**src/rtl/exc_dispatch_pkg.sv**
```systemverilog
package exc_dispatch_pkg;
  // status word layout shared with the core
  localparam int PS_W     = 8;
  localparam int LVL_W    = 4;
  localparam int EXCM_BIT = 4;
  localparam int UM_BIT   = 5;

  typedef enum logic [1:0] {
    VEC_KERNEL = 2'd0,
    VEC_USER   = 2'd1,
    VEC_DOUBLE = 2'd2,
    VEC_DEBUG  = 2'd3
  } vec_e;

  // strobes from control to datapath
  typedef struct packed {
    logic takeGen;
    logic takeDbg;
    logic saveEpc1;
    logic saveDepc;
    vec_e vec;
  } exc_ctl_t;
endpackage

```
**src/rtl/exc_ctrl.sv**
```systemverilog
module exc_ctrl
  import exc_dispatch_pkg::*;
#(
  parameter int DBG_LEVEL = 6,
  parameter bit HAS_DEPC  = 1'b1
) (
  input  logic            genReq,
  input  logic            dbgReq,
  input  logic [PS_W-1:0] statusIn,
  output exc_ctl_t        ctl
);
  localparam logic [LVL_W-1:0] DBG_LVL = LVL_W'(DBG_LEVEL);

  logic dbgOk;
  logic isDouble;

  always_comb begin
    dbgOk    = dbgReq && (statusIn[LVL_W-1:0] < DBG_LVL);
    isDouble = statusIn[EXCM_BIT];
    ctl.takeDbg  = dbgOk;
    ctl.takeGen  = genReq && !dbgOk;
    ctl.saveDepc = ctl.takeGen && isDouble && HAS_DEPC;
    ctl.saveEpc1 = ctl.takeGen && !(isDouble && HAS_DEPC);
    if (dbgOk)                  ctl.vec = VEC_DEBUG;
    else if (isDouble)          ctl.vec = VEC_DOUBLE;
    else if (statusIn[UM_BIT])  ctl.vec = VEC_USER;
    else                        ctl.vec = VEC_KERNEL;
  end
endmodule

```
**src/rtl/exc_datapath.sv**
```systemverilog
module exc_datapath
  import exc_dispatch_pkg::*;
#(
  parameter int PC_W      = 32,
  parameter int CAUSE_W   = 6,
  parameter int DCAUSE_W  = 4,
  parameter int DBG_LEVEL = 6,
  parameter bit HAS_DEPC  = 1'b1
) (
  input  logic                clk,
  input  logic                rstN,
  input  exc_ctl_t            ctl,
  input  logic [PC_W-1:0]     reqPc,
  input  logic [CAUSE_W-1:0]  genCause,
  input  logic                vaddrValid,
  input  logic [PC_W-1:0]     faultVaddr,
  input  logic [DCAUSE_W-1:0] dbgCause,
  input  logic [PS_W-1:0]     statusIn,
  output logic                takeExc,
  output vec_e                vecId,
  output logic [PS_W-1:0]     statusOut,
  output logic [PC_W-1:0]     epc1Out,
  output logic [PC_W-1:0]     depcOut,
  output logic [CAUSE_W-1:0]  causeOut,
  output logic [PC_W-1:0]     vaddrOut,
  output logic [DCAUSE_W-1:0] dbgCauseOut,
  output logic [PC_W-1:0]     dbgEpcOut,
  output logic [PS_W-1:0]     dbgEpsOut
);
  localparam logic [LVL_W-1:0] DBG_LVL = LVL_W'(DBG_LEVEL);

  logic [PS_W-1:0] statusNext;
  logic            anyTake;

  always_comb begin
    anyTake    = ctl.takeGen || ctl.takeDbg;
    statusNext = statusIn;
    statusNext[EXCM_BIT] = 1'b1;
    if (ctl.takeDbg) statusNext[LVL_W-1:0] = DBG_LVL;
  end

  always_ff @(posedge clk or negedge rstN) begin
    if (!rstN) begin
      takeExc     <= 1'b0;
      vecId       <= VEC_KERNEL;
      statusOut   <= '0;
      epc1Out     <= '0;
      causeOut    <= '0;
      vaddrOut    <= '0;
      dbgCauseOut <= '0;
      dbgEpcOut   <= '0;
      dbgEpsOut   <= '0;
    end else begin
      takeExc <= anyTake;
      if (anyTake) begin
        vecId     <= ctl.vec;
        statusOut <= statusNext;
      end
      if (ctl.saveEpc1) epc1Out <= reqPc;
      if (ctl.takeGen) begin
        causeOut <= genCause;
        if (vaddrValid) vaddrOut <= faultVaddr;
      end
      if (ctl.takeDbg) begin
        dbgCauseOut <= dbgCause;
        dbgEpcOut   <= reqPc;
        dbgEpsOut   <= statusIn;
      end
    end
  end

  generate
    if (HAS_DEPC) begin : g_depc
      logic [PC_W-1:0] depcQ;
      always_ff @(posedge clk or negedge rstN) begin
        if (!rstN)             depcQ <= '0;
        else if (ctl.saveDepc) depcQ <= reqPc;
      end
      assign depcOut = depcQ;
    end else begin : g_nodepc
      assign depcOut = '0;
    end
  endgenerate

  // user vector only from a non-double request in user mode
  a_r2_user_vec: assert property (@(posedge clk) disable iff (!rstN)
    takeExc && vecId == VEC_USER |-> $past(statusIn[UM_BIT]) && !$past(statusIn[EXCM_BIT]));
  // double vector only when exception mode was already set
  a_r3_double_vec: assert property (@(posedge clk) disable iff (!rstN)
    takeExc && vecId == VEC_DOUBLE |-> $past(statusIn[EXCM_BIT]));
  // every taken exception leaves exception mode set
  a_r5_excm_set: assert property (@(posedge clk) disable iff (!rstN)
    takeExc |-> statusOut[EXCM_BIT]);
  // debug entry raises the level to the debug level
  a_r7_dbg_level: assert property (@(posedge clk) disable iff (!rstN)
    takeExc && vecId == VEC_DEBUG |-> statusOut[LVL_W-1:0] == DBG_LVL);
  // debug accepted only from a lower level
  a_r8_dbg_gate: assert property (@(posedge clk) disable iff (!rstN)
    takeExc && vecId == VEC_DEBUG |-> $past(statusIn[LVL_W-1:0]) < DBG_LVL);
  // registers hold without a taken exception
  a_r10_hold: assert property (@(posedge clk) disable iff (!rstN)
    !takeExc |-> $stable(epc1Out) && $stable(causeOut) && $stable(vaddrOut) && $stable(dbgEpcOut));
endmodule

```
**src/rtl/exc_dispatch.sv**
```systemverilog
module exc_dispatch
  import exc_dispatch_pkg::*;
#(
  parameter int PC_W      = 32,
  parameter int CAUSE_W   = 6,
  parameter int DCAUSE_W  = 4,
  parameter int DBG_LEVEL = 6,
  parameter bit HAS_DEPC  = 1'b1
) (
  input  logic                clk,
  input  logic                rstN,
  input  logic                genReq,
  input  logic                dbgReq,
  input  logic [PC_W-1:0]     reqPc,
  input  logic [CAUSE_W-1:0]  genCause,
  input  logic                vaddrValid,
  input  logic [PC_W-1:0]     faultVaddr,
  input  logic [DCAUSE_W-1:0] dbgCause,
  input  logic [7:0]          statusIn,
  output logic                takeExc,
  output logic [1:0]          vecId,
  output logic [7:0]          statusOut,
  output logic [PC_W-1:0]     epc1Out,
  output logic [PC_W-1:0]     depcOut,
  output logic [CAUSE_W-1:0]  causeOut,
  output logic [PC_W-1:0]     vaddrOut,
  output logic [DCAUSE_W-1:0] dbgCauseOut,
  output logic [PC_W-1:0]     dbgEpcOut,
  output logic [7:0]          dbgEpsOut
);
  exc_ctl_t ctl;
  vec_e     vecQ;

  exc_ctrl #(.DBG_LEVEL(DBG_LEVEL), .HAS_DEPC(HAS_DEPC)) u_ctrl (
    .genReq(genReq), .dbgReq(dbgReq), .statusIn(statusIn), .ctl(ctl)
  );

  exc_datapath #(
    .PC_W(PC_W), .CAUSE_W(CAUSE_W), .DCAUSE_W(DCAUSE_W),
    .DBG_LEVEL(DBG_LEVEL), .HAS_DEPC(HAS_DEPC)
  ) u_dp (
    .clk(clk), .rstN(rstN), .ctl(ctl), .reqPc(reqPc), .genCause(genCause),
    .vaddrValid(vaddrValid), .faultVaddr(faultVaddr), .dbgCause(dbgCause),
    .statusIn(statusIn), .takeExc(takeExc), .vecId(vecQ), .statusOut(statusOut),
    .epc1Out(epc1Out), .depcOut(depcOut), .causeOut(causeOut), .vaddrOut(vaddrOut),
    .dbgCauseOut(dbgCauseOut), .dbgEpcOut(dbgEpcOut), .dbgEpsOut(dbgEpsOut)
  );

  assign vecId = vecQ;
endmodule

```
**config.mk**
```make
export PLATFORM = sky130hd
export DESIGN_NAME = exc_dispatch
export DESIGN_NICKNAME = d
export VERILOG_FILES = /design/src/rtl/exc_dispatch_pkg.sv /design/src/rtl/exc_ctrl.sv /design/src/rtl/exc_datapath.sv /design/src/rtl/exc_dispatch.sv
export SDC_FILE = /design/constraint.sdc
export NUM_CORES = 1
export LEC_CHECK = 0
export BUFFER_PORTS_ARGS = -buffer_cell sky130_fd_sc_hd__buf_2
export CORE_ASPECT_RATIO = 0.9
export CORE_MARGIN = 1
export CORE_UTILIZATION = 45
export DETAILED_ROUTE_END_ITERATION = 16
export GPL_ROUTABILITY_DRIVEN = 0
export GPL_TIMING_DRIVEN = 0
export PLACE_DENSITY = 0.86
export SLEW_MARGIN = 20
export SYNTH_ARGS = -nofsm -noshare
export SYNTH_HDL_FRONTEND = slang
export SYNTH_HIERARCHICAL = 1
export SYNTH_SLANG_ARGS = --single-unit
```
**constraint.sdc**
```tcl
create_clock -name clk -period 2.1 [get_ports clk]
set_clock_uncertainty 0.15 [all_clocks]
set_input_delay 0.315 -clock clk [delete_from_list [all_inputs] [get_ports clk]]
set_output_delay 0.315 -clock clk [all_outputs]
set_load 0.02 [all_outputs]
```
# Word level (Yosys, flattened, before mapping)
# Cells that the tools add are included.
[totals]
output_inout_bits = 157
word_cells = 23
input_bits = 87
ff_bits = 157
[classes]
muxes = 4
reduce_logical = 8
magnitude_cmp = 1
[ops]
columns = ["operator", "n"]
rows = [
  ["1-bit logical AND", 4],
  ["4-bit by 3-bit less-than comparator with 1-bit output (second input constant)", 1],
  ["2-bit 2-to-1 mux", 2],
  ["4-bit 2-to-1 mux", 1],
  ["1-bit logical NOT", 2],
  ["2-bit AND reduction", 1],
  ["1-bit logical OR", 1],
  ["1-bit 2-to-1 mux", 1],
]

# Longest topological paths before layout
# Gate-level depths: netlist (run 1).
[logic_depth]
ltp_word = 5
ltp_mapped = 7
mapped_depth_nobuf = 4

# Modules after synthesis
# The synthesis (run 1) kept the hierarchy.
[modules_own_cells]
columns = ["module", "seq_area_each_um2", "area_each_um2", "cells_per_inst", "instances"]
rows = [
  ["exc_datapath", 3928.8, 5803.1, 338, 1],
  ["exc_ctrl", 0.0, 80.1, 12, 1],
]

# Worst setup path before layout (run 1)
# Ideal clock, no wire load.
[synth_timing]
path_type = "input-to-reg"
startpoint = "in statusIn[1]"
endpoint = "reg u_dp.vaddrOut[4]"
setup_time_ps = 128
required_time_ps = 1822
cell_stages = 5
t_arrival_ps = 1504
setup_slack_ps = 318
path_cell_list = "nand2_1 a21boi_0 nand2_2 buf_2 mux2_1"
[synth_rtl]
columns = ["element", "line_no", "text"]
rows = [
  ["from (decl)", "exc_dispatch.sv:19", "input logic [7:0] statusIn,"],
  ["to (signal assigned)", "exc_datapath.sv:62", "if (vaddrValid) vaddrOut <= faultVaddr;"],
  ["to (decl)", "exc_datapath.sv:25", "output logic [PC_W-1:0] vaddrOut,"],
]

==> results of run 1 <==
## state kept, by name (all words and copies together), names as in the netlist, 4 cells and up
signal	cells
u_dp/causeOut	6
u_dp/dbgEpcOut	32
u_dp/dbgCauseOut	4
u_dp/epc1Out	32
u_dp/depcOut	32
u_dp/statusOut	8
u_dp/vaddrOut	32
u_dp/dbgEpsOut	8
## routing by layer
layer  global-route usage (%)  vias up  part of all wire, %
met4                     7.97        0                  1.8
met3                     6.30       24                  5.3
met5                        0        -                    0
met2                     39.7      155                   53
met1                     26.0     2076                   40
li1                         -     1897                    -
## final timing paths
path	to	cells after the start
max reg2reg	u_dp/statusOut[1]$_DFFE_PN0P_	2
min	u_dp/epc1Out[16]$_DFFE_PN0P_	2
max in group asynchronous	u_dp/epc1Out[25]$_DFFE_PN0P_	3
min reg2reg	u_dp/depcOut[9]$_DFFE_PN0P_	1
max	u_dp/vaddrOut[4]$_DFFE_PN0P_	6
min in group asynchronous	u_dp/vaddrOut[6]$_DFFE_PN0P_	2
## report_power, final
part	leakage (nW)	switching, W	internal (W)
combinational	2.00	0.00124	0.000928
sequential	1.84	0.000266	0.00354
clock	0.290	0.00117	0.00193
## cell usage after synthesis
library cell	n	area, um^2
clkbuf_2	1	5.00
mux2_1	6	67.6
buf_2	13	65.1
nor2_1	3	11.3
mux2i_1	2	20.0
and2_1	1	6.26
mux2_2	145	1630
nor2b_4	1	13.8
inv_1	2	7.51
nor2b_1	2	12.5
nand2_2	1	6.26
a21oi_1	2	10.0
nand2_1	2	7.51
a22o_1	1	8.76
clkbuf_1	2	7.51
a21o_2	1	8.76
buf_4	2	15.0
or3_1	1	6.26
a211o_1	2	17.5
a21boi_0	1	7.51
buf_6	1	11.3
dfrtp_1	157	3930
nand2b_1	1	6.26
## repair_timing
action,4_1_cts,5_1_grt
resized for setup,0,0
hold buffers,66,0
hold endpoints to repair,143,0
## cells by family after synthesis
| group | after synthesis | share of synthesized area (%) |
|---|---|---|
| buf+inv | 21 | 1.89 |
| simple gates | 12 | 1.19 |
| flops | 157 | 66.8 |
| mux | 153 | 29.2 |
| compound gates | 7 | 0.893 |
## final cells by class
class,instances,share of cell area (%)
multi-input combinational,172,21.4
inverter,2,0.0872
clock inverter,10,1.60
buffer,19,1.21
tap,164,2.38
sequential,157,45.7
timing repair buffer,310,22.2
clock buffer,22,5.39
## stage by stage
step,power [W],utilization [%],worst slack (ps)
2_1_floorplan,0.00506,-,318
3_3_place_gp,0.00582,57.4,-1440
3_5_place_dp,0.00593,57.6,-254
4_1_cts,0.00915,67.6,200
5_1_grt,0.00948,67.6,100
6_report,0.00908,67.6,233
## cells in the final DEF (no fill, tap or decap), drive strengths merged
master and count:
buf 260, dfrtp 157, mux2 151, dlygate4sd3 66, clkbuf 25, clkinv 4
bufinv 3, nor2 3, nand2 3, inv 3, nor2b 3, clkinvlp 2
a21oi 2, mux2i 2, a211o 2, and2 1, a22o 1, a21boi 1
nand2b 1, a21o 1, or3 1
==> impl_metrics.ini, run 1 <==
[min_path]
min_path_type = primary input to flop
min-delay-start = reqPc[16]

[critical_path]
crit_fanout = 10
crit_start = statusIn[2]
critPathRequiredTime_ps = 2240
crit_top_cell = buf_2
path_delay_family = compound AO/OA/AOI/OAI gates
cp_num_buf_inv = 2
critPathMaxStageDelay_ps = 610
crit_chain = buf_2 > nand2_1 > a21boi_0 > nand2_2 > buf_2 > mux2_1
crit_slowest_cell = a21boi_0
r2r_setup_slack_ps = 1020
crit_path_end_kind = flop
worstPathArrival_ps = 2010
crit_type = primary input to flop
startpoint_type = primary input
r2r-start = u_dp/statusOut[1]$_DFFE_PN0P_

[power_and_ir_drop]
vdd_drop_max_mv = 0.826
power.density_nw_per_um2 = 1060
leakagePower_nw = 4.13

[floorplanning]
design.die.area_um2 = 13500
die_w_um = 123
initial_core_util_pct = 46.2
ios = 244
rows = 39
core_um2 = 12700
die_h_um = 110

[timing]
post-route-period-util_pct = 88.9
setup_viol = 0
finalCriticalPeriod_ps = 1870
max_slew.worst_pin.slew_ps = 702
slew_violations = 0
max_clock_freq_mhz = 536
relSlewSlack_pct = 52.8
rsz0062_at_grt = no
finalSetupTns_ps = 0
hold_violations = 0
hold_slack_ps = 17.1

[layout]
num-fill-cells = 870
post-route-cell-area_um2 = 8600
finalNonFillerCells = 856
antenna_cells = 0
syn_to_final_growth_pct = 46.3
drive_gt1_share_pct = 63.3
register_area_um2 = 3930
multi_input_area_um2 = 1840
layout.nets = 766

[cts]
cts_tree = yes
cts.sinks = 157
clk_latency_ps = 410
clk_path_buf_depth = 2
cts-buffers-inserted = 17
root_buffer = clkbuf_16
htree_num_levels = 4
postCtsSetupRepairBufs = 0
path_clk_slew_ps = 60

[yosys]
ys_warn_count = 6
synth_area_per_cell_um2 = 16.8
ys_seq_area_share_pct = 66.8
syn_area_um2 = 5880
synth.net_count = 437
yosys_register_bits = 157
yosysUniqueCellTypes = 23
syn_inst = 350

[global_routing]
grt_first_pass_wirelength_um = 23100
grt_max_degree = 93
grt_pass1_vias = 4511
antenna_found_initial = 0
grt_overflow_total = 0
grt_usage_pct = 22.6

[place]
place_area_um2 = 7340
io_buffers = 243
dp.cells = 758
dp_hpwl_um = 9590

[routing]
ant_nets = 0
routed_via_density = 4.85
vias = 4152
avgRoutedWirePerCell_um = 17.0
first_pass_iters = 4
drc = 0
drtIter0Drc = 199
wl_um = 14600

[flow_run]
drv_cap = 0

[status]
status = complete, no violations
Note: power is estimated with default switching activity, not from simulation.
==> run 2: changes to the inputs <==
--- a/config.mk
+++ b/config.mk
@@ -8,11 +8,11 @@
 export BUFFER_PORTS_ARGS = -buffer_cell sky130_fd_sc_hd__buf_2
 export CORE_ASPECT_RATIO = 0.9
 export CORE_MARGIN = 1
-export CORE_UTILIZATION = 45
+export CORE_UTILIZATION = 40
 export DETAILED_ROUTE_END_ITERATION = 16
 export GPL_ROUTABILITY_DRIVEN = 0
 export GPL_TIMING_DRIVEN = 0
-export PLACE_DENSITY = 0.86
+export PLACE_DENSITY = 0.79
 export SLEW_MARGIN = 20
 export SYNTH_ARGS = -nofsm -noshare
 export SYNTH_HDL_FRONTEND = slang
==> impl_metrics.ini, run 2 (same netlist as run 1, synthesis figures left out) <==
[critical_path]
startpoint_type = primary input
r2r-start = u_dp/statusOut[1]$_DFFE_PN0P_
crit_top_cell = buf_2
crit_type = primary input to flop
crit_slowest_cell = a21boi_1
crit_start = statusIn[1]
worstPathArrival_ps = 1860
critPathMaxStageDelay_ps = 510
crit_chain = buf_2 > nand2_1 > a21boi_1 > nand2_2 > buf_2 > mux2_1
crit_path_end_kind = flop
crit_fanout = 10
critPathRequiredTime_ps = 2250

[timing]
max_slew.worst_pin.slew_ps = 558
post-route-period-util_pct = 81.8
finalSetupTns_ps = 0
rsz0062_at_grt = no
max_clock_freq_mhz = 582
hold_violations = 0
setup_viol = 0
slew_violations = 0
finalCriticalPeriod_ps = 1720
relSlewSlack_pct = 62.7
hold_slack_ps = 15.0
finalWorstSetupSlack_ps = 382

[global_routing]
grt_max_degree = 96
grt_usage_pct = 19.8
grt_overflow_total = 0
grt_pass1_vias = 4468
grt_first_pass_wirelength_um = 22600
antenna_found_initial = 0

[cts]
root_buffer = clkbuf_16
cts-buffers-inserted = 17
clk_latency_ps = 410
clk_path_buf_depth = 2
htree_num_levels = 4
postCtsSetupRepairBufs = 0
path_clk_slew_ps = 60
cts.sinks = 157
cts_tree = yes

[floorplanning]
rows = 41
initial_core_util_pct = 41.4
core_um2 = 14200
ios = 244
die_h_um = 117
design.die.area_um2 = 15200
die_w_um = 130

[layout]
antenna_cells = 0
drive_gt1_share_pct = 63.1
layout.nets = 770
final_cell_mix = 255 x buf_2, 157 x dfrtp_1, 145 x mux2_2, 70 x dlygate4sd3_1, 17 x clkbuf_16
finalNonFillerCells = 889
syn_to_final_growth_pct = 47.1
layout_commonest_cell = buf_2

[routing]
avgRoutedWirePerCell_um = 16.5
ant_nets = 0
vias = 4140
drtIter0Drc = 154
routed_via_density = 4.66
drc = 0
wl_um = 14700
first_pass_iters = 4

[power_and_ir_drop]
seqPwrFrac_pct = 42.7
leakagePower_nw = 4.14
combPwrFrac_pct = 24.4
p_int_w = 0.00623
p_sw_w = 0.00268
power_frac_clock_pct = 32.9
power.density_nw_per_um2 = 1030
switching_share_pct = 30.1
power_w = 0.00892
vdd_drop_max_mv = 0.643

[status]
status = complete, no violations

[flow_run]
drv_cap = 0

[min_path]
min_path_type = primary input to flop
min-delay-start = reqPc[24]

[place]
io_buffers = 243
dp.cells = 787
dp_slack_ps = -359
dp_hpwl_um = 9730
-- run 2: changes by cell type in the layout (fill, tap and decap cells not counted) --
cell,previous run,this run
a21boi_0,1,0
clkbuf_8,2,4
inv_6,1,0
bufinv_16,3,1
dlygate4sd3_1,66,70
clkinv_4,1,3
clkbuf_1,5,4
a21boi_1,0,1
-- run 2: power by group through the flow --
stage	Clock, W	Sequential [W]	Combinational (W)
final	0.00293	0.00381	0.00217
after global routing	0.00313	0.00388	0.00232
after CTS	0.00300	0.00381	0.00218
after detailed placement	0	0.00385	0.00208
after global placement	0	0.00381	0.00202
after floorplan	0	0.00449	0.000565
-- run 2: path summary, 6_finish.rpt --
kind | cells past startpoint | to | slack (ps)
hold / removal | 2 | u_dp/depcOut[24]$_DFFE_PN0P_ | 20
hold reg to reg | 1 | u_dp/statusOut[4]$_DFFE_PN0P_ | 330
setup / recovery | 6 | u_dp/vaddrOut[5]$_DFFE_PN0P_ | 380
max in group asynchronous | 3 | u_dp/depcOut[25]$_DFFE_PN0P_ | 730
setup reg to reg | 2 | u_dp/statusOut[1]$_DFFE_PN0P_ | 1040
min in group asynchronous | 2 | u_dp/vaddrOut[1]$_DFFE_PN0P_ | 270
-- run 2: layout make-up --
cell class | count | area [um^2]
clock buffer | 23 | 488
multi-input combinational | 172 | 1840
buffer | 19 | 104
timing repair buffer | 314 | 1950
fill | 1115 | 5560
inverter | 2 | 7.51
clock inverter | 9 | 86.3
tap | 193 | 241
sequential | 157 | 3930
-- run 2: critical path, delay by kind of cell --
| kind | cells | cell delay [ps] |
|---|---|---|
| and+or+nand+nor | 2 | 340 |
| buffers and inverters | 2 | 360 |
| AOI/OAI and AO/OA | 1 | 510 |
| muxes | 1 | 330 |
-- run 2: timing repair --
item / CTS / global route
endpoints found under the setup margin: 0 / 2
hold buffers: 70 / 0
gates resized for setup: 0 / 1
hold endpoints to repair: 155 / 0
-- run 2: per-layer routing --
metal	GRT usage, %	wire length (um)
met5	0	0
met1	22.1	5920
met4	8.29	266
met3	6.14	812
met2	35.3	7680
-- run 2: per-stage QoR --
step	instance area (um^2)	utilization, %
after CTS	8650	60.9
final	8650	60.9
after global placement	7340	51.7
after global routing	8650	60.9
after detailed placement	7380	51.9
after floorplan	5880	-
